File: config.mk
export PLATFORM = sky130hd
export DESIGN_NAME = ptw_walker
export DESIGN_NICKNAME = d
export VERILOG_FILES = /design/src/rtl/ptw_pkg.sv /design/src/rtl/ptw_canon_chk.sv /design/src/rtl/ptw_index_sel.sv /design/src/rtl/ptw_entry_check.sv /design/src/rtl/ptw_walker.sv
export SDC_FILE = /design/constraint.sdc
export NUM_CORES = 1
export LEC_CHECK = 0
export ABC_AREA = 1
export BUFFER_PORTS_ARGS = -buffer_cell sky130_fd_sc_hd__buf_2
export CAP_MARGIN = 20
export CORE_MARGIN = 2
export CORE_UTILIZATION = 30
export DETAILED_ROUTE_END_ITERATION = 12
export GPL_TIMING_DRIVEN = 1
export SYNTH_ARGS = -nofsm -noshare
export SYNTH_HDL_FRONTEND = slang
export SYNTH_SLANG_ARGS = --single-unit
File: constraint.sdc
create_clock -name clk -period 3.56 [get_ports clk]
set_clock_uncertainty 0.05 [all_clocks]
set_input_delay 0.356 -clock clk [delete_from_list [all_inputs] [get_ports clk]]
set_output_delay 0.356 -clock clk [all_outputs]
set_load 0.02 [all_outputs]
File: src/rtl/ptw_pkg.sv
`timescale 1ns/1ps
package ptw_pkg;
  localparam int ENT_P  = 0;
  localparam int ENT_W  = 1;
  localparam int ENT_U  = 2;
  localparam int ENT_XD = 63;

  typedef enum logic [2:0] {
    FC_NONCANON = 3'd0,
    FC_ABSENT   = 3'd1,
    FC_WRPROT   = 3'd2,
    FC_USRPROT  = 3'd3,
    FC_XPROT    = 3'd4
  } fault_e;

  typedef enum logic [1:0] {
    ST_IDLE,
    ST_ISSUE,
    ST_WAIT
  } walk_st_e;
endpackage

File: src/rtl/ptw_canon_chk.sv
`timescale 1ns/1ps
module ptw_canon_chk #(
  parameter int VA_W   = 64,
  parameter int IMPL_W = 48
) (
  input  logic [VA_W-1:0] vaddr,
  output logic            canonical
);
  localparam int EXT_W = VA_W - IMPL_W + 1;

  logic [EXT_W-1:0] ext;
  logic [IMPL_W-2:0] unused_low;

  assign ext        = vaddr[VA_W-1:IMPL_W-1];
  assign unused_low = vaddr[IMPL_W-2:0];
  assign canonical  = (&ext) | ~(|ext);
endmodule

File: src/rtl/ptw_index_sel.sv
`timescale 1ns/1ps
module ptw_index_sel #(
  parameter int LEVELS = 4,
  parameter int IDX_W  = 9,
  localparam int FLD_W = LEVELS * IDX_W,
  localparam int LVL_W = (LEVELS > 1) ? $clog2(LEVELS) : 1
) (
  input  logic [FLD_W-1:0] va_fields,
  input  logic [LVL_W-1:0] level,
  output logic [IDX_W-1:0] index
);
  logic [IDX_W-1:0] per_level [LEVELS];

  genvar g;
  generate
    for (g = 0; g < LEVELS; g++) begin : g_field
      assign per_level[g] = va_fields[IDX_W*(LEVELS-1-g) +: IDX_W];
    end
  endgenerate

  assign index = per_level[level];
endmodule

File: src/rtl/ptw_entry_check.sv
`timescale 1ns/1ps
module ptw_entry_check
  import ptw_pkg::*;
#(
  parameter int PA_W  = 40,
  parameter int OFF_W = 12,
  localparam int PFN_W = PA_W - OFF_W
) (
  input  logic [63:0]      entry,
  input  logic             want_wr,
  input  logic             want_usr,
  input  logic             want_fetch,
  input  logic             nx_on,
  output logic             ok,
  output fault_e           cause,
  output logic [PFN_W-1:0] next_base
);
  logic unused_entry;
  assign unused_entry = ^{entry[ENT_XD-1:PA_W], entry[OFF_W-1:ENT_U+1]};

  assign next_base = entry[PA_W-1:OFF_W];

  always_comb begin
    ok    = 1'b1;
    cause = FC_ABSENT;
    if (!entry[ENT_P]) begin
      ok    = 1'b0;
      cause = FC_ABSENT;
    end else if (want_wr && !entry[ENT_W]) begin
      ok    = 1'b0;
      cause = FC_WRPROT;
    end else if (want_usr && !entry[ENT_U]) begin
      ok    = 1'b0;
      cause = FC_USRPROT;
    end else if (want_fetch && nx_on && entry[ENT_XD]) begin
      ok    = 1'b0;
      cause = FC_XPROT;
    end
  end
endmodule

File: src/rtl/ptw_walker.sv
`timescale 1ns/1ps
module ptw_walker
  import ptw_pkg::*;
#(
  parameter int VA_W        = 64,
  parameter int PA_W        = 40,
  parameter int LEVELS      = 4,
  parameter int IDX_W       = 9,
  parameter int OFF_W       = 12,
  parameter int ENTRY_BYTES = 8,
  localparam int IMPL_W = OFF_W + LEVELS * IDX_W,
  localparam int PFN_W  = PA_W - OFF_W,
  localparam int LVL_W  = (LEVELS > 1) ? $clog2(LEVELS) : 1,
  localparam int ENT_SH = $clog2(ENTRY_BYTES)
) (
  input  logic             clk,
  input  logic             rst,
  input  logic             nx_enable,
  input  logic [PA_W-1:0]  root_base,
  input  logic             req_valid,
  output logic             req_ready,
  input  logic [VA_W-1:0]  req_vaddr,
  input  logic             req_write,
  input  logic             req_user,
  input  logic             req_fetch,
  output logic             mem_req_valid,
  input  logic             mem_req_ready,
  output logic [PA_W-1:0]  mem_req_addr,
  input  logic             mem_rsp_valid,
  input  logic [63:0]      mem_rsp_data,
  output logic             done,
  output logic             fault,
  output logic [2:0]       fault_cause,
  output logic [LVL_W-1:0] fault_level,
  output logic [PA_W-1:0]  paddr
);
  walk_st_e          state;
  logic [LVL_W-1:0]  lvl_q;
  logic [PFN_W-1:0]  base_q;
  logic [IMPL_W-1:0] va_q;
  logic              wr_q, usr_q, fx_q, nx_q;
  fault_e            cause_q;

  logic              in_canon;
  logic [IDX_W-1:0]  idx;
  logic              ent_ok;
  fault_e            ent_cause;
  logic [PFN_W-1:0]  ent_base;
  logic [OFF_W-1:0]  unused_root;

  assign unused_root = root_base[OFF_W-1:0];

  ptw_canon_chk #(.VA_W(VA_W), .IMPL_W(IMPL_W)) u_canon (
    .vaddr     (req_vaddr),
    .canonical (in_canon)
  );

  ptw_index_sel #(.LEVELS(LEVELS), .IDX_W(IDX_W)) u_idx (
    .va_fields (va_q[IMPL_W-1:OFF_W]),
    .level     (lvl_q),
    .index     (idx)
  );

  ptw_entry_check #(.PA_W(PA_W), .OFF_W(OFF_W)) u_chk (
    .entry      (mem_rsp_data),
    .want_wr    (wr_q),
    .want_usr   (usr_q),
    .want_fetch (fx_q),
    .nx_on      (nx_q),
    .ok         (ent_ok),
    .cause      (ent_cause),
    .next_base  (ent_base)
  );

  assign req_ready     = (state == ST_IDLE) && !done && !fault;
  assign mem_req_valid = (state == ST_ISSUE);
  assign mem_req_addr  = {base_q, {OFF_W{1'b0}}} + PA_W'({idx, {ENT_SH{1'b0}}});
  assign fault_cause   = cause_q;

  always_ff @(posedge clk) begin
    if (rst) begin
      state       <= ST_IDLE;
      lvl_q       <= '0;
      base_q      <= '0;
      va_q        <= '0;
      wr_q        <= 1'b0;
      usr_q       <= 1'b0;
      fx_q        <= 1'b0;
      nx_q        <= 1'b0;
      cause_q     <= FC_NONCANON;
      fault_level <= '0;
      paddr       <= '0;
      done        <= 1'b0;
      fault       <= 1'b0;
    end else begin
      done  <= 1'b0;
      fault <= 1'b0;
      unique case (state)
        ST_IDLE: begin
          if (req_valid && req_ready) begin
            va_q  <= req_vaddr[IMPL_W-1:0];
            wr_q  <= req_write;
            usr_q <= req_user;
            fx_q  <= req_fetch;
            nx_q  <= nx_enable;
            lvl_q <= '0;
            if (!in_canon) begin
              fault       <= 1'b1;
              cause_q     <= FC_NONCANON;
              fault_level <= '0;
            end else begin
              base_q <= root_base[PA_W-1:OFF_W];
              state  <= ST_ISSUE;
            end
          end
        end
        ST_ISSUE: begin
          if (mem_req_ready) state <= ST_WAIT;
        end
        ST_WAIT: begin
          if (mem_rsp_valid) begin
            if (!ent_ok) begin
              fault       <= 1'b1;
              cause_q     <= ent_cause;
              fault_level <= lvl_q;
              state       <= ST_IDLE;
            end else if (lvl_q == LVL_W'(LEVELS - 1)) begin
              done  <= 1'b1;
              paddr <= {ent_base, va_q[OFF_W-1:0]};
              state <= ST_IDLE;
            end else begin
              base_q <= ent_base;
              lvl_q  <= lvl_q + 1'b1;
              state  <= ST_ISSUE;
            end
          end
        end
        default: state <= ST_IDLE;
      endcase
    end
  end

  AST_READ_HELD: assert property (@(posedge clk) disable iff (rst)
    (mem_req_valid && !mem_req_ready) |=> (mem_req_valid && $stable(mem_req_addr)));
  AST_ONE_OUTCOME: assert property (@(posedge clk) disable iff (rst)
    !(done && fault));
  AST_IDLE_QUIET: assert property (@(posedge clk) disable iff (rst)
    req_ready |-> !mem_req_valid);
  AST_DONE_PULSE: assert property (@(posedge clk) disable iff (rst)
    done |=> !done);
  AST_ENTRY_ALIGNED: assert property (@(posedge clk) disable iff (rst)
    mem_req_valid |-> (mem_req_addr[ENT_SH-1:0] == '0));
  AST_NONCANON_FAST: assert property (@(posedge clk) disable iff (rst)
    (req_valid && req_ready &&
     !((&req_vaddr[VA_W-1:IMPL_W-1]) || !(|req_vaddr[VA_W-1:IMPL_W-1])))
    |=> (fault && fault_cause == 3'd0 && fault_level == '0 && !mem_req_valid));
  AST_ABSENT_STOPS: assert property (@(posedge clk) disable iff (rst)
    (state == ST_WAIT && mem_rsp_valid && !mem_rsp_data[ENT_P])
    |=> (fault && fault_cause == 3'd1 && !mem_req_valid));
endmodule

# Yosys cells after proc, flatten, opt, wreduce, memory -nomap -nowiden
# Index checks and enable logic that the tools add are counted.
[totals]
register_bits = 131
input_bits = 177
output_inout_bits = 89
word_cells = 100
[op_classes]
addsub = 2
n_lt_le_gt_ge = 1
n_eq_ne = 11
muxes = 45
bitwise = 6
n_reduce_logical = 22
[ops]
columns = ["op", "n"]
rows = [
  ["$mux 28", 5],
  ["$pmux 28 s2", 1],
  ["$add 40x12->40", 1],
  ["$mux 2", 12],
  ["$mux 3", 8],
  ["$bmux 9 s2", 1],
  ["$mux 9", 2],
  ["$reduce_and 17->1", 1],
  ["$reduce_or 17->1", 1],
  ["$ne 2x2->1 const B", 6],
  ["$mux 1", 11],
  ["$reduce_and 5->1", 2],
  ["$pmux 2 s2", 2],
  ["$reduce_and 4->1", 2],
  ["$logic_and 1x1->1", 7],
  ["$pmux 2 s3", 1],
  ["$pmux 3 s2", 1],
  ["$reduce_and 6->1", 1],
  ["$eq 2x2->1 const B", 2],
  ["$logic_not 1->1", 4],
  ["$ne 2x1->1 const B", 2],
  ["$not 1->1", 4],
  ["$reduce_or 4->1", 1],
  ["$ge 3x3->1 const B", 1],
  ["other kinds (8)", 8],
]

# Logic depth before layout (Yosys ltp)
# Gate-level depths: netlist of the first run.
[depth]
word_depth = 9
mapped_depth = 12
ltp_nobuf = 10

# Modules after synthesis
# A second synthesis of the first run with hierarchy kept.
[unflattened]
cells_unflattened = 992
area_unflattened_um2 = 6465.0
[by_module_without_submodules]
columns = ["module", "instances", "cells_per_inst", "area_each_um2", "seq_area_each_um2"]
rows = [
  ["ptw_walker", 1, 817, 5571.6, 2622.5],
  ["ptw_index_sel", 1, 105, 491.7, 0.0],
  ["ptw_entry_check", 1, 43, 289.0, 0.0],
  ["ptw_canon_chk", 1, 27, 112.6, 0.0],
]

# Least setup slack after synthesis of the first run
# Ideal clock, no wire load.
[synth_path]
kind = "in2reg"
from = "in req_vaddr[47]"
to = "reg base_q[10]"
setup_ns = 0.113
arrival_time_ns = 1.430
required_time_ns = 3.397
setup_slack_ns = 1.967
cell_stages = 8
n_path_buf = 1
path_cell_list = "or2_2 > nor2_1 > nand3_1 > nand3_1 > clkbuf_1 > nand3b_1 > nand2_1 > nor2_1"
[synth_via]
elab_chain_len = 5
elab_cells_between_ends = 6
cone_classes = "eq/ne: 1; bitwise: 2; reduce/logical: 3"
[synth_lines]
columns = ["element", "line", "rtl"]
rows = [
  ["from (decl)", "ptw_walker.sv:22", "input logic [VA_W-1:0] req_vaddr,"],
  ["$reduce_or 17->1", "ptw_canon_chk.sv:16", "assign canonical = (&ext) | ~(|ext);"],
  ["$not 1->1", "ptw_canon_chk.sv:16", ""],
  ["$or 1x1->1 (*)", "ptw_canon_chk.sv:16", ""],
  ["$ne 2x2->1 (no source line) (*)", "--", ""],
  ["$reduce_and 6->1 (no source line) (*)", "--", ""],
  ["to (signal assigned)", "ptw_walker.sv:112", "base_q <= root_base[PA_W-1:OFF_W];"],
  ["to (signal assigned)", "ptw_walker.sv:132", "base_q <= ent_base;"],
  ["to (decl)", "ptw_walker.sv:39", "logic [PFN_W-1:0] base_q;"],
]
# Mark *: on every way between the ends. The rest lies on a longest branch, timed or not.
# A chain may end at the register's enable or synchronous reset.

# Final worst setup path of the first run
[layout_path]
from = "reg state[1]"
to = "reg base_q[23]"
[layout_via]
elab_chain_len = 6
elab_cells_between_ends = 13
cone_classes = "eq/ne: 6; mux: 1; reduce/logical: 6"
[layout_lines]
columns = ["element", "line", "rtl"]
rows = [
  ["from (decl)", "ptw_walker.sv:37", "walk_st_e state;"],
  ["from (signal assigned)", "ptw_walker.sv:82", "state <= ST_IDLE;"],
  ["from (signal assigned)", "ptw_walker.sv:113", "state <= ST_ISSUE;"],
  ["from (signal assigned)", "ptw_walker.sv:118", "if (mem_req_ready) state <= ST_WAIT;"],
  ["$logic_not 2->1", "ptw_walker.sv:75, ptw_walker.sv:98", ""],
  ["$logic_and 1x1->1 (2 in series)", "ptw_walker.sv:75", "assign req_ready = (state == ST_IDLE) && !done && !fault;"],
  ["$logic_and 1x1->1", "ptw_walker.sv:100", "if (req_valid && req_ready) begin"],
  ["$ne 2x1->1 (no source line)", "--", ""],
  ["$reduce_and 6->1 (no source line)", "--", ""],
]
# Several ways; a longest one is shown, not always the timed one.

==> results.toml, run 1 <==
[run_status]
status = "complete, no violations"

[global_routing]
antenna_found_initial = 1
grt_max_degree = 60
grt_pass1_wl_um = 26700
grt_pass1_vias = 5238
grt.total_usage_pct = 17.0
grt_overflow = 0

[sta]
layout_min_cycle_time_ns = 2.34
hold_viol_final = 0
worst_pin_slew_ns = 0.905
fin_crit_sh_pct = 65.8
relSlewSlack_pct = 39.6
rsz0062_at_grt = "no"
setup-violations-final = 0
fmax_ghz = 0.427
fin_ws_ns = 1.22
drv_slew = 0
fin_setup_tns_ns = 0

[run]
maxCapViolCount = 0

[setup_path]
critPathBufInv = 1
critPathTopFamily = "simple AND/OR/NAND/NOR gates"
critPathSlowestCell = "nor2_4"
worst_ep_arrival_time_ns = 2.65
worstSetupPathType = "reg2reg"
slowest_delay_ns = 0.53
critPathRequiredTime_ns = 3.86
critPathCaptureType = "flop"
crit_path_cell_trace = "nor2_2, nand3_2, nand2_1, nand3_2, nor2_4, nand2_2, clkinv_4, nor2_1, nor2_1"
startpoint_type = "flop"
crit_fanout = 28

[yosys]
syn_area_per_cell_um2 = 7.04
synth_cells = 786
dominantRegCellSynth = "dfxtp_1"
synth-async-reset-ratio_pct = 0
synth_edf_count = 0
netlist_area_mm2 = 0.00553
synth_area_leaders = "dfxtp_1 47%, nand2_1 13%, nor2_1 9.0%, o21ai_0 7.6%, a21oi_1 7.5%"
seq_area_frac_synth_pct = 47.4
synth_top_area_share_pct = 47.4
synth.most_common_cell = "nand2_1"
synth.yosys.warnings = 0
synth_seq_cells = 131
synthTopCellsByCount = "196 x nand2_1, 133 x nor2_1, 131 x dfxtp_1"
netlist-cell-type-count = 27
synth_top_cell_by_area = "dfxtp_1"

[die]
die_width_um = 140
fp.dieArea_mm2 = 0.0195
start_util_pct = 30.7
core_mm2 = 0.0180
num_rows = 49
die_y_um = 140
ios = 266

[cts]
cts_tree = "done"
ctsResizeCount = 0
clk_pin_slew_ns = 0.06
cts_htree_levels = 4
insertion_delay_ns = 0.42
cts_hold_buf = 0
cts_buffers = 17
root_buffer = "clkbuf_16"
postCtsSetupBuffers = 0
cts_sinks = 131
cts.path.max_buffers = 2

[route]
drt-total-wl_um = 16700
vias = 5660
wl_per_cell_um = 13.6
drc = 0
drt_iter0_markers = 239
first_pass_iters = 7
via_per_inst = 4.62
final_antenna_net_count = 0

[place]
dp_hpwl_um = 11500
gp_congestion = 0.791
place_ws_ns = 1.16
port_buffers = 218

[worst_hold_path]
min_path_type = "in2reg"

[final_layout]
n_antenna_cell = 0
nets = 1161
drive_gt1_share_pct = 27.3
fill_cells = 1921
area_growth_pct = 33.3
final_util_pct = 40.9

[power_and_ir_drop]
p_leak_nw = 3.62
power_density_mw_per_mm2 = 492
ir_drop_v = 0.000324
-- registers in the layout, summed over array words and instances (netlist names), 2 cells and up --
name,count
fault_cause,3
va_q,48
fault_level,2
base_q,28
state,2
paddr,40
lvl_q,2
-- worst register-to-register path, stage by stage (launching register included) --
cell and delay [ns]:
dfxtp_1 0.36, nor2_2 0.23, nand3_2 0.29, nand2_1 0.16, nand3_2 0.10, nor2_4 0.53
nand2_2 0.17, clkinv_4 0.21, nor2_1 0.08, nor2_1 0.10
-- through the flow --
step	cells	hold slack [ns]	power [mW]	area, um2
4_1_cts	1225	0.112	3.67	7370
6_report	1225	0.127	3.63	7370
5_1_grt	1225	0.113	3.77	7370
2_1_floorplan	788	0.392	1.73	5540
3_5_place_dp	1193	0.402	1.87	6770
3_3_place_gp	1193	0.399	1.87	6770
-- logic make-up after synthesis --
kind of cell,Yosys count,share of synthesized area [%]
AND/OR/NAND/NOR,384,29.2
AO/OA/AOI/OAI,176,16.1
flip-flops,131,47.4
buffers and inverters,93,6.97
adder cells (fa/ha/maj),1,0.226
other,1,0.0678
-- worst paths after layout --
path / from / cells after the start / end / slack (ns)
max reg2reg: state[1]$_SDFFE_PP0P_ / 9 / base_q[23]$_SDFFE_PP0P_ / 1.22
min reg2reg: va_q[30]$_SDFFE_PP0P_ / 2 / va_q[30]$_SDFFE_PP0P_ / 0.41
min: mem_rsp_data[26] / 3 / paddr[26]$_SDFFE_PP0P_ / 0.13
max: state[1]$_SDFFE_PP0P_ / 9 / base_q[23]$_SDFFE_PP0P_ / 1.22
-- metal layers --
layer / up-vias / routed length (um) / GRT usage (%)
met3: 16 / 1080 / 5.13
met4: 2 / 234 / 5.32
met2: 164 / 7690 / 28.2
li1: 2928 / - / -
met5: - / 16 / 0
met1: 2550 / 7650 / 21.1
-- layout by cell type (no fill, tap or decap), drive strengths merged, types with 2 or more instances in the layout --
| cell type | instances |
|---|---|
| inv | 40 |
| dfxtp | 131 |
| nor4 | 2 |
| conb | 3 |
| nand2 | 198 |
| bufinv | 3 |
| o22ai | 9 |
| clkinv | 7 |
| nor2 | 136 |
| a21oi | 83 |
| nand4 | 2 |
| nand3 | 13 |
| nand3b | 31 |
| buf | 228 |
| clkbuf | 20 |
| clkinvlp | 3 |
| o21ai | 84 |
-- power by group --
group / internal, mW / switching, mW / leakage [nW] / total (mW)
registers: 1.51 / 0.0183 / 1.06 / 1.52
logic: 0.126 / 0.186 / 2.27 / 0.312
clock network: 1.12 / 0.670 / 0.286 / 1.79
total: 2.75 / 0.874 / 3.62 / 3.63
-- layout make-up --
| type | count | area (um2) | area share, % |
|---|---|---|---|
| Clock inverter | 12 | 158 | 2.14 |
| Clock buffer | 20 | 447 | 6.06 |
| Tap cell | 229 | 287 | 3.89 |
| Multi-Input combinational cell | 564 | 2540 | 34.4 |
| Timing Repair Buffer | 228 | 1170 | 15.8 |
| Inverter | 41 | 159 | 2.15 |
| Sequential cell | 131 | 2620 | 35.6 |
No activity file was read; power rests on OpenSTA's default activity.
==> run 2, diff against run 1 <==
Clock period 3.56 ns to 2.2 ns, I/O delays scaled along.
==> run 2 against run 1 <==
Cell area up 9.8%. Worst setup slack got worse by 1.0 ns. Non-clock buffer count is 58 higher. Largest power group unchanged. Via count increased by 5.1%. Critical path type is now reg2out. Routed wire length is 2.7% higher. Register-to-register slack worse by 0.94 ns. Sequential power is 62% higher. Global-route usage increased by 0.46 points. Count of clock-buffer cells in the layout did not move. Critical path depth is 4 lower. Cell count rose by 4.8%.
==> results.toml, run 2 (synthesized netlist as in run 1, its figures left out) <==
[power_and_ir_drop]
p_seq_share_pct = 39.0
p_sw_mw = 1.42
p_total_mw = 6.32
combPwrFrac_pct = 9.4
power_frac_clock_pct = 51.6
power_density_mw_per_mm2 = 781
p_leak_nw = 3.93
p_int_mw = 4.90
switching_share_pct = 22.5
ir_drop_v = 0.000523

[global_routing]
grt_overflow = 0
grt_max_degree = 60
antenna_found_initial = 0
grt_pass1_vias = 5560
grt_pass1_wl_um = 27700
grt.total_usage_pct = 17.4

[cts]
cts_sinks = 131
cts_htree_levels = 4
cts.path.max_buffers = 2
cts_tree = "done"
ctsResizeCount = 0
clk_pin_slew_ns = 0.05
insertion_delay_ns = 0.41
root_buffer = "clkbuf_16"
cts_buffers = 17

[sta]
fin_setup_tns_ns = 0
layout_min_cycle_time_ns = 2.02
fmax_ghz = 0.496
fin_crit_sh_pct = 91.6
hold_viol_final = 0
rsz0062_at_grt = "no"
drv_slew = 0
relSlewSlack_pct = 55.0
worst_pin_slew_ns = 0.676
setup-violations-final = 0

[die]
die_width_um = 140
num_rows = 49
start_util_pct = 30.7
core_mm2 = 0.0180
ios = 266
fp.dieArea_mm2 = 0.0195
die_y_um = 140

[route]
via_per_inst = 4.63
vias = 5949
drt_iter0_markers = 269
wl_per_cell_um = 13.3
drt-total-wl_um = 17100
drc = 0
first_pass_iters = 4
final_antenna_net_count = 0

[final_layout]
drive_gt1_share_pct = 26.1
final_common_cell = "buf_2"
top_register = "va_q"
reg_top3 = "va_q x48, paddr x40, base_q x28"
nets = 1219
fill_cells = 1874
largest_reg_flops = 48
area_growth_pct = 46.3
layout_common_cells = "218 x buf_2, 196 x nand2_1, 133 x nor2_1"
design_area_mm2 = 0.00809

[place]
place_area_mm2 = 0.00685
port_buffers = 218
dp_hpwl_um = 11400
gp_congestion = 0.792

[setup_path]
critPathCaptureType = "output pin"
critPathRequiredTime_ns = 1.93
worstSetupPathType = "reg2out"
startpoint_type = "flop"
worst_ep_arrival_time_ns = 1.75
crit_fanout = 21

[worst_hold_path]
min_path_type = "in2reg"

[run_status]
status = "complete, no violations"

[run]
maxCapViolCount = 0
==> run 2: cell count changes in the layout (fill, tap and decap cells not counted) <==
cell / previous run / this run
clkinv_4: 5 / 3
clkinvlp_4: 3 / 2
dlygate4sd3_1: 0 / 56
buf_4: 10 / 7
inv_6: 0 / 1
clkinv_2: 2 / 1
buf_12: 0 / 5
clkbuf_1: 2 / 1
bufinv_16: 3 / 6
diode_2: 0 / 1
clkbuf_8: 1 / 2
==> run 2: path summary, 6_finish.rpt <==
path | startpoint | endpoint | slack (ns) | cells past startpoint
worst max-delay path | lvl_q[0]$_SDFFE_PP0P_ | mem_req_addr[3] | 0.18 | 5
worst min-delay path | req_vaddr[15] | va_q[15]$_SDFFE_PP0P_ | 0.01 | 3
worst max register to register | state[1]$_SDFFE_PP0P_ | paddr[25]$_SDFFE_PP0P_ | 0.28 | 7
worst min register to register | va_q[38]$_SDFFE_PP0P_ | va_q[38]$_SDFFE_PP0P_ | 0.41 | 2
==> run 2: metal layers <==
| layer | global-route usage (%) | wire length [um] | vias up |
|---|---|---|---|
| met5 | 0 | 0 | - |
| met4 | 5.89 | 308 | 0 |
| met3 | 4.82 | 1090 | 26 |
| met2 | 28.8 | 7910 | 192 |
| met1 | 21.9 | 7800 | 2693 |
| li1 | - | - | 3038 |
==> run 2: metrics by stage <==
stage | utilization (%) | worst slack (ns) | hold slack [ns] | std cells
after floorplan | - | 0.622 | 0.305 | 788
after detailed placement | 38.0 | 0.249 | 0.402 | 1195
final | 44.9 | 0.184 | 0.0131 | 1284
after CTS | 44.9 | 0.184 | 0.000553 | 1283
after global placement | 38.0 | 0.302 | 0.399 | 1195
after global routing | 44.9 | 0.0519 | 0.0144 | 1283
==> run 2: critical path, cell delays in order, from the launching register on <==
cell	delay (ns)
dfxtp_1	0.32
buf_4	0.21
inv_2	0.29
o21ai_0	0.12
o22ai_1	0.17
buf_2	0.20
==> run 2: cell type report <==
cell class / instances / area (um2) / share of cell area (%)
Antenna cell: 1 / 2.50 / 0.0309
Clock buffer: 20 / 457 / 5.64
Clock inverter: 12 / 226 / 2.80
Inverter: 41 / 159 / 1.96
Multi-Input combinational cell: 564 / 2540 / 31.3
Sequential cell: 131 / 2620 / 32.4
Tap cell: 229 / 287 / 3.54
Timing Repair Buffer: 286 / 1800 / 22.3
==> run 2: power groups by stage <==
stage / registers (mW) / clock network, mW / logic [mW]
2_1_floorplan: 2.51 / 0 / 0.287
3_3_place_gp: 2.52 / 0 / 0.515
3_5_place_dp: 2.52 / 0 / 0.517
4_1_cts: 2.47 / 3.33 / 0.596
5_1_grt: 2.47 / 3.45 / 0.662
6_report: 2.47 / 3.26 / 0.594
==> run 2: repair_timing <==
item / 4_1_cts / 5_1_grt
hold endpoints to repair: 56 / 0
hold buffers: 56 / 0
setup buffers: 0 / 0
